### config.mk
export PLATFORM = sky130hd
export DESIGN_NAME = gf_trinomial_mul
export DESIGN_NICKNAME = d
export VERILOG_FILES = /design/src/rtl/gf_trinomial_pkg.sv /design/src/rtl/gf_step_ctrl.sv /design/src/rtl/gf_operand_shifter.sv /design/src/rtl/gf_coef_accum.sv /design/src/rtl/gf_trinomial_mul.sv
export SDC_FILE = /design/constraint.sdc
export NUM_CORES = 2
export LEC_CHECK = 0
export ABC_AREA = 1
export CORE_MARGIN = 4
export CORE_UTILIZATION = 50
export CTS_BUF_LIST = sky130_fd_sc_hd__clkbuf_8
export DETAILED_ROUTE_END_ITERATION = 8
export PLACE_DENSITY = 0.83
export SLEW_MARGIN = 15
export SYNTH_ARGS = -nofsm -noshare
export SYNTH_HDL_FRONTEND = slang
export SYNTH_SLANG_ARGS = --single-unit
### constraint.sdc
create_clock -name clk -period 1.7 [get_ports clk]
set_input_delay 0.34 -clock clk [delete_from_list [all_inputs] [get_ports clk]]
set_output_delay 0.34 -clock clk [all_outputs]
set_load 0.005 [all_outputs]
### src/rtl/gf_trinomial_pkg.sv
package gf_trinomial_pkg;

  typedef enum logic {
    RED_TOP_FOLD = 1'b0,  // x^M = x^N + 1, natural order
    RED_MID_FOLD = 1'b1   // x^N = x^M + 1, rotated by N
  } red_mode_e;

  // width of a counter that must hold values 0 .. limit
  function automatic int cnt_width(input int limit);
    return (limit < 2) ? 1 : $clog2(limit + 1);
  endfunction

endpackage

### src/rtl/gf_step_ctrl.sv
module gf_step_ctrl #(
  parameter int M = 233
) (
  input  logic clk,
  input  logic rst,
  input  logic start,
  output logic load,
  output logic step_en,
  output logic last_step,
  output logic running,
  output logic [gf_trinomial_pkg::cnt_width(M-1)-1:0] step_idx
);
  localparam int CW = gf_trinomial_pkg::cnt_width(M-1);
  localparam logic [CW-1:0] LAST = CW'(M - 1);

  assign load      = start && !running;
  assign step_en   = running;
  assign last_step = running && (step_idx == LAST);

  always_ff @(posedge clk) begin
    if (rst) begin
      running  <= 1'b0;
      step_idx <= '0;
    end else if (load) begin
      running  <= 1'b1;
      step_idx <= '0;
    end else if (running) begin
      if (step_idx == LAST) begin
        running  <= 1'b0;
        step_idx <= '0;
      end else begin
        step_idx <= step_idx + 1'b1;
      end
    end
  end

endmodule

### src/rtl/gf_operand_shifter.sv
module gf_operand_shifter #(
  parameter int M = 233,
  parameter int N = 74
) (
  input  logic         clk,
  input  logic         rst,
  input  logic         load,
  input  logic         load_mode,
  input  logic [M-1:0] b_in,
  input  logic         shift,
  input  logic         shift_mode,
  output logic [M-1:0] d_q
);
  localparam int SRC_HI  = M - 1;      // extra feedback source, mode 0
  localparam int SRC_MID = M - N - 1;  // extra feedback source, mode 1

  logic [M-1:0] load_val;
  logic [M-1:0] d_next;

  for (genvar k = 0; k < M; k++) begin : g_bit
    localparam int ROT_SRC = (k == 0) ? M - 1 : k - 1;
    localparam int LD_SRC  = (k + N) % M;

    assign load_val[k] = load_mode ? b_in[LD_SRC] : b_in[k];

    if (k == 0) begin : g_tap_low
      assign d_next[k] = d_q[ROT_SRC] ^ (shift_mode & d_q[SRC_MID]);
    end else if (k == N) begin : g_tap_mid
      assign d_next[k] = d_q[ROT_SRC] ^ (~shift_mode & d_q[SRC_HI]);
    end else begin : g_plain
      assign d_next[k] = d_q[ROT_SRC];
    end
  end

  always_ff @(posedge clk) begin
    if (rst)        d_q <= '0;
    else if (load)  d_q <= load_val;
    else if (shift) d_q <= d_next;
  end

endmodule

### src/rtl/gf_coef_accum.sv
module gf_coef_accum #(
  parameter int M = 233
) (
  input  logic         clk,
  input  logic         rst,
  input  logic         clear,
  input  logic         en,
  input  logic         coef,
  input  logic [M-1:0] operand,
  output logic [M-1:0] acc_next
);
  logic [M-1:0] acc_q;

  assign acc_next = acc_q ^ ({M{coef}} & operand);

  always_ff @(posedge clk) begin
    if (rst)        acc_q <= '0;
    else if (clear) acc_q <= '0;
    else if (en)    acc_q <= acc_next;
  end

endmodule

### src/rtl/gf_trinomial_mul.sv
module gf_trinomial_mul #(
  parameter int M = 233,
  parameter int N = 74
) (
  input  logic         clk,
  input  logic         rst,
  input  logic         start,
  input  logic         mode,
  input  logic [M-1:0] a_in,
  input  logic [M-1:0] b_in,
  output logic         done,
  output logic [M-1:0] result
);
  localparam int CW = gf_trinomial_pkg::cnt_width(M-1);

  logic          load, step_en, last_step, running;
  logic [CW-1:0] step_idx;
  logic [M-1:0]  a_sr;
  logic          mode_q;
  logic [M-1:0]  d_q;
  logic [M-1:0]  acc_next;

  gf_step_ctrl #(.M(M)) u_ctrl (
    .clk(clk), .rst(rst), .start(start),
    .load(load), .step_en(step_en), .last_step(last_step),
    .running(running), .step_idx(step_idx)
  );

  always_ff @(posedge clk) begin
    if (rst) begin
      a_sr   <= '0;
      mode_q <= gf_trinomial_pkg::RED_TOP_FOLD;
    end else if (load) begin
      a_sr   <= a_in;
      mode_q <= mode;
    end else if (step_en) begin
      a_sr   <= a_sr >> 1;
    end
  end

  gf_operand_shifter #(.M(M), .N(N)) u_shift (
    .clk(clk), .rst(rst),
    .load(load), .load_mode(mode), .b_in(b_in),
    .shift(step_en), .shift_mode(mode_q),
    .d_q(d_q)
  );

  gf_coef_accum #(.M(M)) u_acc (
    .clk(clk), .rst(rst),
    .clear(load), .en(step_en), .coef(a_sr[0]),
    .operand(d_q), .acc_next(acc_next)
  );

  always_ff @(posedge clk) begin
    if (rst) begin
      done   <= 1'b0;
      result <= '0;
    end else begin
      done <= last_step;
      if (last_step) result <= acc_next;
    end
  end

endmodule

---- Yosys cells after proc, flatten, opt, wreduce, memory -nomap -nowiden ----
Index checks and enable logic that the tools add are counted.
storage, ports and cells
  register bits after elaboration ......... 943
  word-level logic and storage cells ...... 263
operators by class
  add/subtract/negate cells ............... 1
  eq/ne operators ......................... 1
  multiplexer cells ....................... 241
  bitwise logic cells ..................... 7
  reduce and logical (&&, ||, !) cells .... 5
operators by type and width
  operator                                      count
  two-way mux 233 bit                           4
  two-way mux 1 bit                             236
  AND 233 bit                                   1
  XOR 233 bit                                   1
  adder 8 x 1 -> 8 bit (second input constant)  1
  equality test 8 bit (second input constant)   1
  two-way mux 8 bit                             1
  AND 1 bit                                     2
  logical AND 1 bit                             2
  nonzero test 2 bit                            1
  OR reduction 2 bit                            1
  XOR 1 bit                                     2
  logical NOT 1 bit                             1
  inverter 1 bit                                1

---- Depth between registers and ports, before layout ----
  depth after elaboration ................. 5
  depth in mapped cells ................... 10
  mapped depth without buffers ............ 8

---- Hierarchy ----
From an unflattened synthesis, not the netlist that was laid out.
unflattened totals
  cells, all modules ...................... 7593
  area, all modules ....................... 47155.2 um^2
modules (own cells, without submodules)
  module              instances  cells an instance  area each (um^2)  sequential area each (um^2)
  gf_trinomial_mul    1          3005               19648.8           9369.0
  gf_coef_accum       1          2462               14401.3           4664.5
  gf_operand_shifter  1          2056               12602.1           4664.5
  gf_step_ctrl        1          70                 503.0             180.2

---- Least setup slack after synthesis ----
No wires, ideal clock.
  kind .................................... register to register
  from .................................... reg u_ctrl.step_idx[0] (netlist bit)
  to ...................................... reg result[120]
  library setup time ...................... 0.060 ns
  arrival ................................. 1.530 ns
  data required time ...................... 1.640 ns
  setup slack ............................. 0.110 ns
  cell stages (with the launch flop) ...... 10
  path buffers ............................ 2
  period minus slack after synthesis ...... 1.590 ns
  cell sequence ........................... dfxtp_1 -> inv_1 -> ha_1 -> nand2_1 -> nor2_2 -> nand3_2 -> clkbuf_1 -> clkbuf_1 -> nand3_1 -> nand2_1
on the way
  cells in the longest elaborated chain, start to end .. 2
RTL lines
  element                 line                    RTL
  from (decl)             gf_step_ctrl.sv:11      output logic [gf_trinomial_pkg::cnt_width(M-1)-1:0] step_idx
  from (signal assigned)  gf_step_ctrl.sv:32      step_idx <= step_idx + 1'b1;
  equality test 8 bit     gf_step_ctrl.sv:18      assign last_step = running && (step_idx == LAST);
  logical AND 1 bit       gf_step_ctrl.sv:18
  to (signal assigned)    gf_trinomial_mul.sv:60  if (last_step) result <= acc_next;
  to (decl)               gf_trinomial_mul.sv:12  output logic [M-1:0] result
No other way between the ends.
A chain may end at the register's enable or synchronous reset.

---- Worst setup path in the final report ----
Ends and elaborated chain as after synthesis.

==> run_results.csv <==
group,metric,value,unit
die,die_area,92000,µm²
logic_synthesis,synth_compound_area_frac,0.193,
sta,clock_skew,0.0540,ns
clock_network,cts_tree,"done",
critical_path,reg2reg_from,"u_ctrl.step_idx[0]",
critical_path,rr_worst_depth,11,
sta,setup_viol,70,
critical_path,critPathBufInv,4,
finish,final_common_cell,"nand2_1",
run_status,status,"finished, violations left",
finish,final_cell_mix,"nand2_1 (1585), inv_1 (1080), dfxtp_1 (748)",
critical_path,slowest_delay,0.32,ns
finish,syn_to_final_growth,31.6,%
logic_synthesis,synth_adder_area_share,0.000574,
critical_path,cp.arrival,2.51,ns
global_route,grt-ovfl-total,0,
logic_synthesis,ys_warn_count,0,
place,globalplace.congestion,0.966,
logic_synthesis,synthMuxAreaShare,0,
critical_path,worst_path_max_delay_cell,"dfxtp_2",
die,start_util,0.504,
clock_network,clock_path_buffers,3,
critical_path,r2r_slack,-0.05,ns
logic_synthesis,synth-async-reset-ratio,0,
die,die_h,303,µm
pwr,p_leak,27.0,nW
sta,slew_viol_final,0,
sta,hold_violations,0,
detailed_routing,drt_wl_total,179000,µm
die,coreArea,86600,µm²
global_route,grt_start_max_net_pins,166,
sta,setup_slack,-0.0498,ns
critical_path,r2r-end,"result[120]",
pwr,p_per_area,904,nW/µm²
clock_network,clock_latency,0.85,ns
sta,min_period,1.75,ns
finish,multi_input_area,19400,µm²
critical_path,path_class,"reg2reg",
finish,drive_gt1_frac,0.149,
run,cap_violations,0,
clock_network,numClockSinks,943,
critical_path,worstPathRequired,2.46,ns
sta,rsz0062_at_grt,"true",
sta,fin_crit_sh,1.03,
critical_path,crit_chain,"inv_2 -> ha_4 -> nand2_4 -> nor2_4 -> nand3_4 -> nor2_4 -> buf_12 -> clkbuf_16 -> buf_12 -> nand2_4 -> nand2_2",
finish,nets,7557,
run_status,violations,"setup timing",
critical_path,cp-start-kind,"register",
clock_network,cts-root-buf,"clkbuf_8",
clock_network,clkTransAtPathRegs,0.06,ns
logic_synthesis,synth-simple-area-share,0.200,
logic_synthesis,synth_cells,6369,
critical_path,cp_top_family,"simple AND/OR/NAND/NOR gates",
global_route,antenna_found_initial,56,
logic_synthesis,ys.flop_type,"dfxtp_1",
logic_synthesis,synth.avg_cell_area,6.85,µm²
pwr,ir_worst_vdd,0.741,mV
detailed_routing,via_count,46100,
place,port_buffers,703,
detailed_routing,viasPerCell,5.49,
logic_synthesis,synth_xor_area_frac,0.0412,
logic_synthesis,yosysSeqAreaShare,0.433,
logic_synthesis,synth-edff-count,0,
global_route,grt_pass1_vias,42500,
detailed_routing,drtPass1Iterations,9,
sta,max_freq,571,MHz
logic_synthesis,ys_types,26,
clock_network,cts_buffers,157,
detailed_routing,final_antenna_net_count,0,
die,rows,108,
logic_synthesis,ys_seq_elements,943,
detailed_routing,drc,0,
logic_synthesis,synthesis.area,43600,µm²
min_path,hold_path_end,"a_sr[232]",
die,dieWidth,303,µm
sta,tightest_slew,0.764,ns
logic_synthesis,syn-num-nets,6841,
place,hpwl,131000,µm
die,ios,704,
critical_path,worst-path-max-fanout,7,
min_path,hold_depth,3,
min_path,min_path_type,"in2reg",
min_path,hp-start,"a_in[232]",
detailed_routing,wl_per_cell,21.3,µm
finish,regArea,19200,µm²
global_route,grt_pass1_wl,256000,µm
critical_path,cp-end-kind,"register",
clock_network,htree_levels,4,
finish,layout.filler_cells,7071,
sta,tns,-1.78,ns
sta,relSlewSlack,0.491,
logic_synthesis,synth_top_family_by_area,"simple AND/OR/NAND/NOR gates",
detailed_routing,drt_iter0_drc,5496,
pwr,power,51.9,mW
global_route,grtUsageTotal,0.366,
## cells in the mapped netlist (2+ instances only)
| library cell | number | area (µm²) |
|---|---|---|
| o211ai_1 | 241 | 1810 |
| xor2_1 | 204 | 1790 |
| nand2_1 | 1683 | 6320 |
| nand3_1 | 231 | 1160 |
| buf_1 | 17 | 63.8 |
| a21oi_1 | 535 | 2680 |
| nor3_1 | 4 | 20.0 |
| nor2_1 | 274 | 1030 |
| o21ai_1 | 47 | 235 |
| a31oi_1 | 96 | 601 |
| o21ai_0 | 555 | 2780 |
| nor2_4 | 3 | 33.8 |
| dfxtp_1 | 943 | 18900 |
| buf_2 | 155 | 776 |
| ha_1 | 2 | 25.0 |
| inv_1 | 1029 | 3860 |
| inv_2 | 3 | 11.3 |
| buf_4 | 10 | 75.1 |
| nor2_2 | 3 | 18.8 |
| nand4_1 | 21 | 131 |
| a22oi_1 | 40 | 300 |
| clkbuf_1 | 269 | 1010 |
## cells by family (layout without fill, tap and decap cells)
family / Yosys count / in the layout
other cells: 0 / 31
flops: 943 / 943
xor+xnor: 205 / 205
fa+ha+maj: 2 / 2
simple gates: 2221 / 2221
compound gates: 1515 / 1515
buf+inv: 1483 / 2321
## where the power goes
group	switching [mW]	total [mW]	internal, mW	leakage, nW
logic	4.34	7.31	2.97	17.3
registers	0.653	23.8	23.1	7.81
clock network	9.82	20.8	11.0	1.87
## through the flow
step / cell area [µm²] / setup slack, ns / hold WS, ns / std cells / utilization
6_report: 57400 / -0.0498 / 0.157 / 8393 / 0.663
5_1_grt: 57400 / -0.104 / 0.145 / 8371 / 0.662
4_1_cts: 56600 / -0.0395 / 0.101 / 8347 / 0.653
3_5_place_dp: 53300 / -0.516 / 0.457 / 8035 / 0.615
3_3_place_gp: 53300 / -0.405 / 0.451 / 8035 / 0.615
2_1_floorplan: 43600 / 0.110 / 0.445 / 6369 / -
## cell type report
type | count | share of cell area
antenna | 31 | 0.00135
sequential | 943 | 0.334
multi-input combinational | 3943 | 0.337
inverter | 1032 | 0.0680
timing repair buffer | 1008 | 0.178
clock buffer | 194 | 0.0465
clock inverter | 87 | 0.00967
tap | 1155 | 0.0252
## flip-flops by register name (all words and copies together) (netlist names)
name             cells
result             233
done                 1
mode_q               1
u_ctrl.step_idx      8
u_shift.d_q        233
a_sr               233
u_ctrl.running       1
u_acc.acc_q        233
## how the worst max path moves through the flow
stage                                   from               end  slack (ns)  depth (start not counted)
after floorplan           u_ctrl.step_idx[0]       result[120]        0.11                          9
after global placement                 start   u_acc.acc_q[70]       -0.40                         10
after detailed placement               start  u_acc.acc_q[232]       -0.52                         10
after CTS                          result[0]         result[0]       -0.04                          1
after global routing      u_ctrl.step_idx[0]       result[165]       -0.10                         11
final                     u_ctrl.step_idx[0]       result[120]       -0.05                         11
## worst min-delay path: stages
cell             delay, ns
clkdlybuf4s50_1       0.44
nand2_1               0.08
a21oi_1               0.05
## layer usage
| layer | GRT usage | wire length (µm) |
|---|---|---|
| met1 | 0.445 | 64800 |
| met2 | 0.554 | 76900 |
| met3 | 0.124 | 23500 |
| met4 | 0.239 | 13400 |
| met5 | 0 | 352 |
## timing repair
item	4_1_cts	5_1_grt
setup endpoints to repair	334	198
pin swaps	0	40
hold buffers	2	0
hold endpoints to repair	17	0
gates resized for setup	1363	160
buffers inserted	28	9
cloned	1	8
Note: power is estimated with default switching activity, not from simulation.
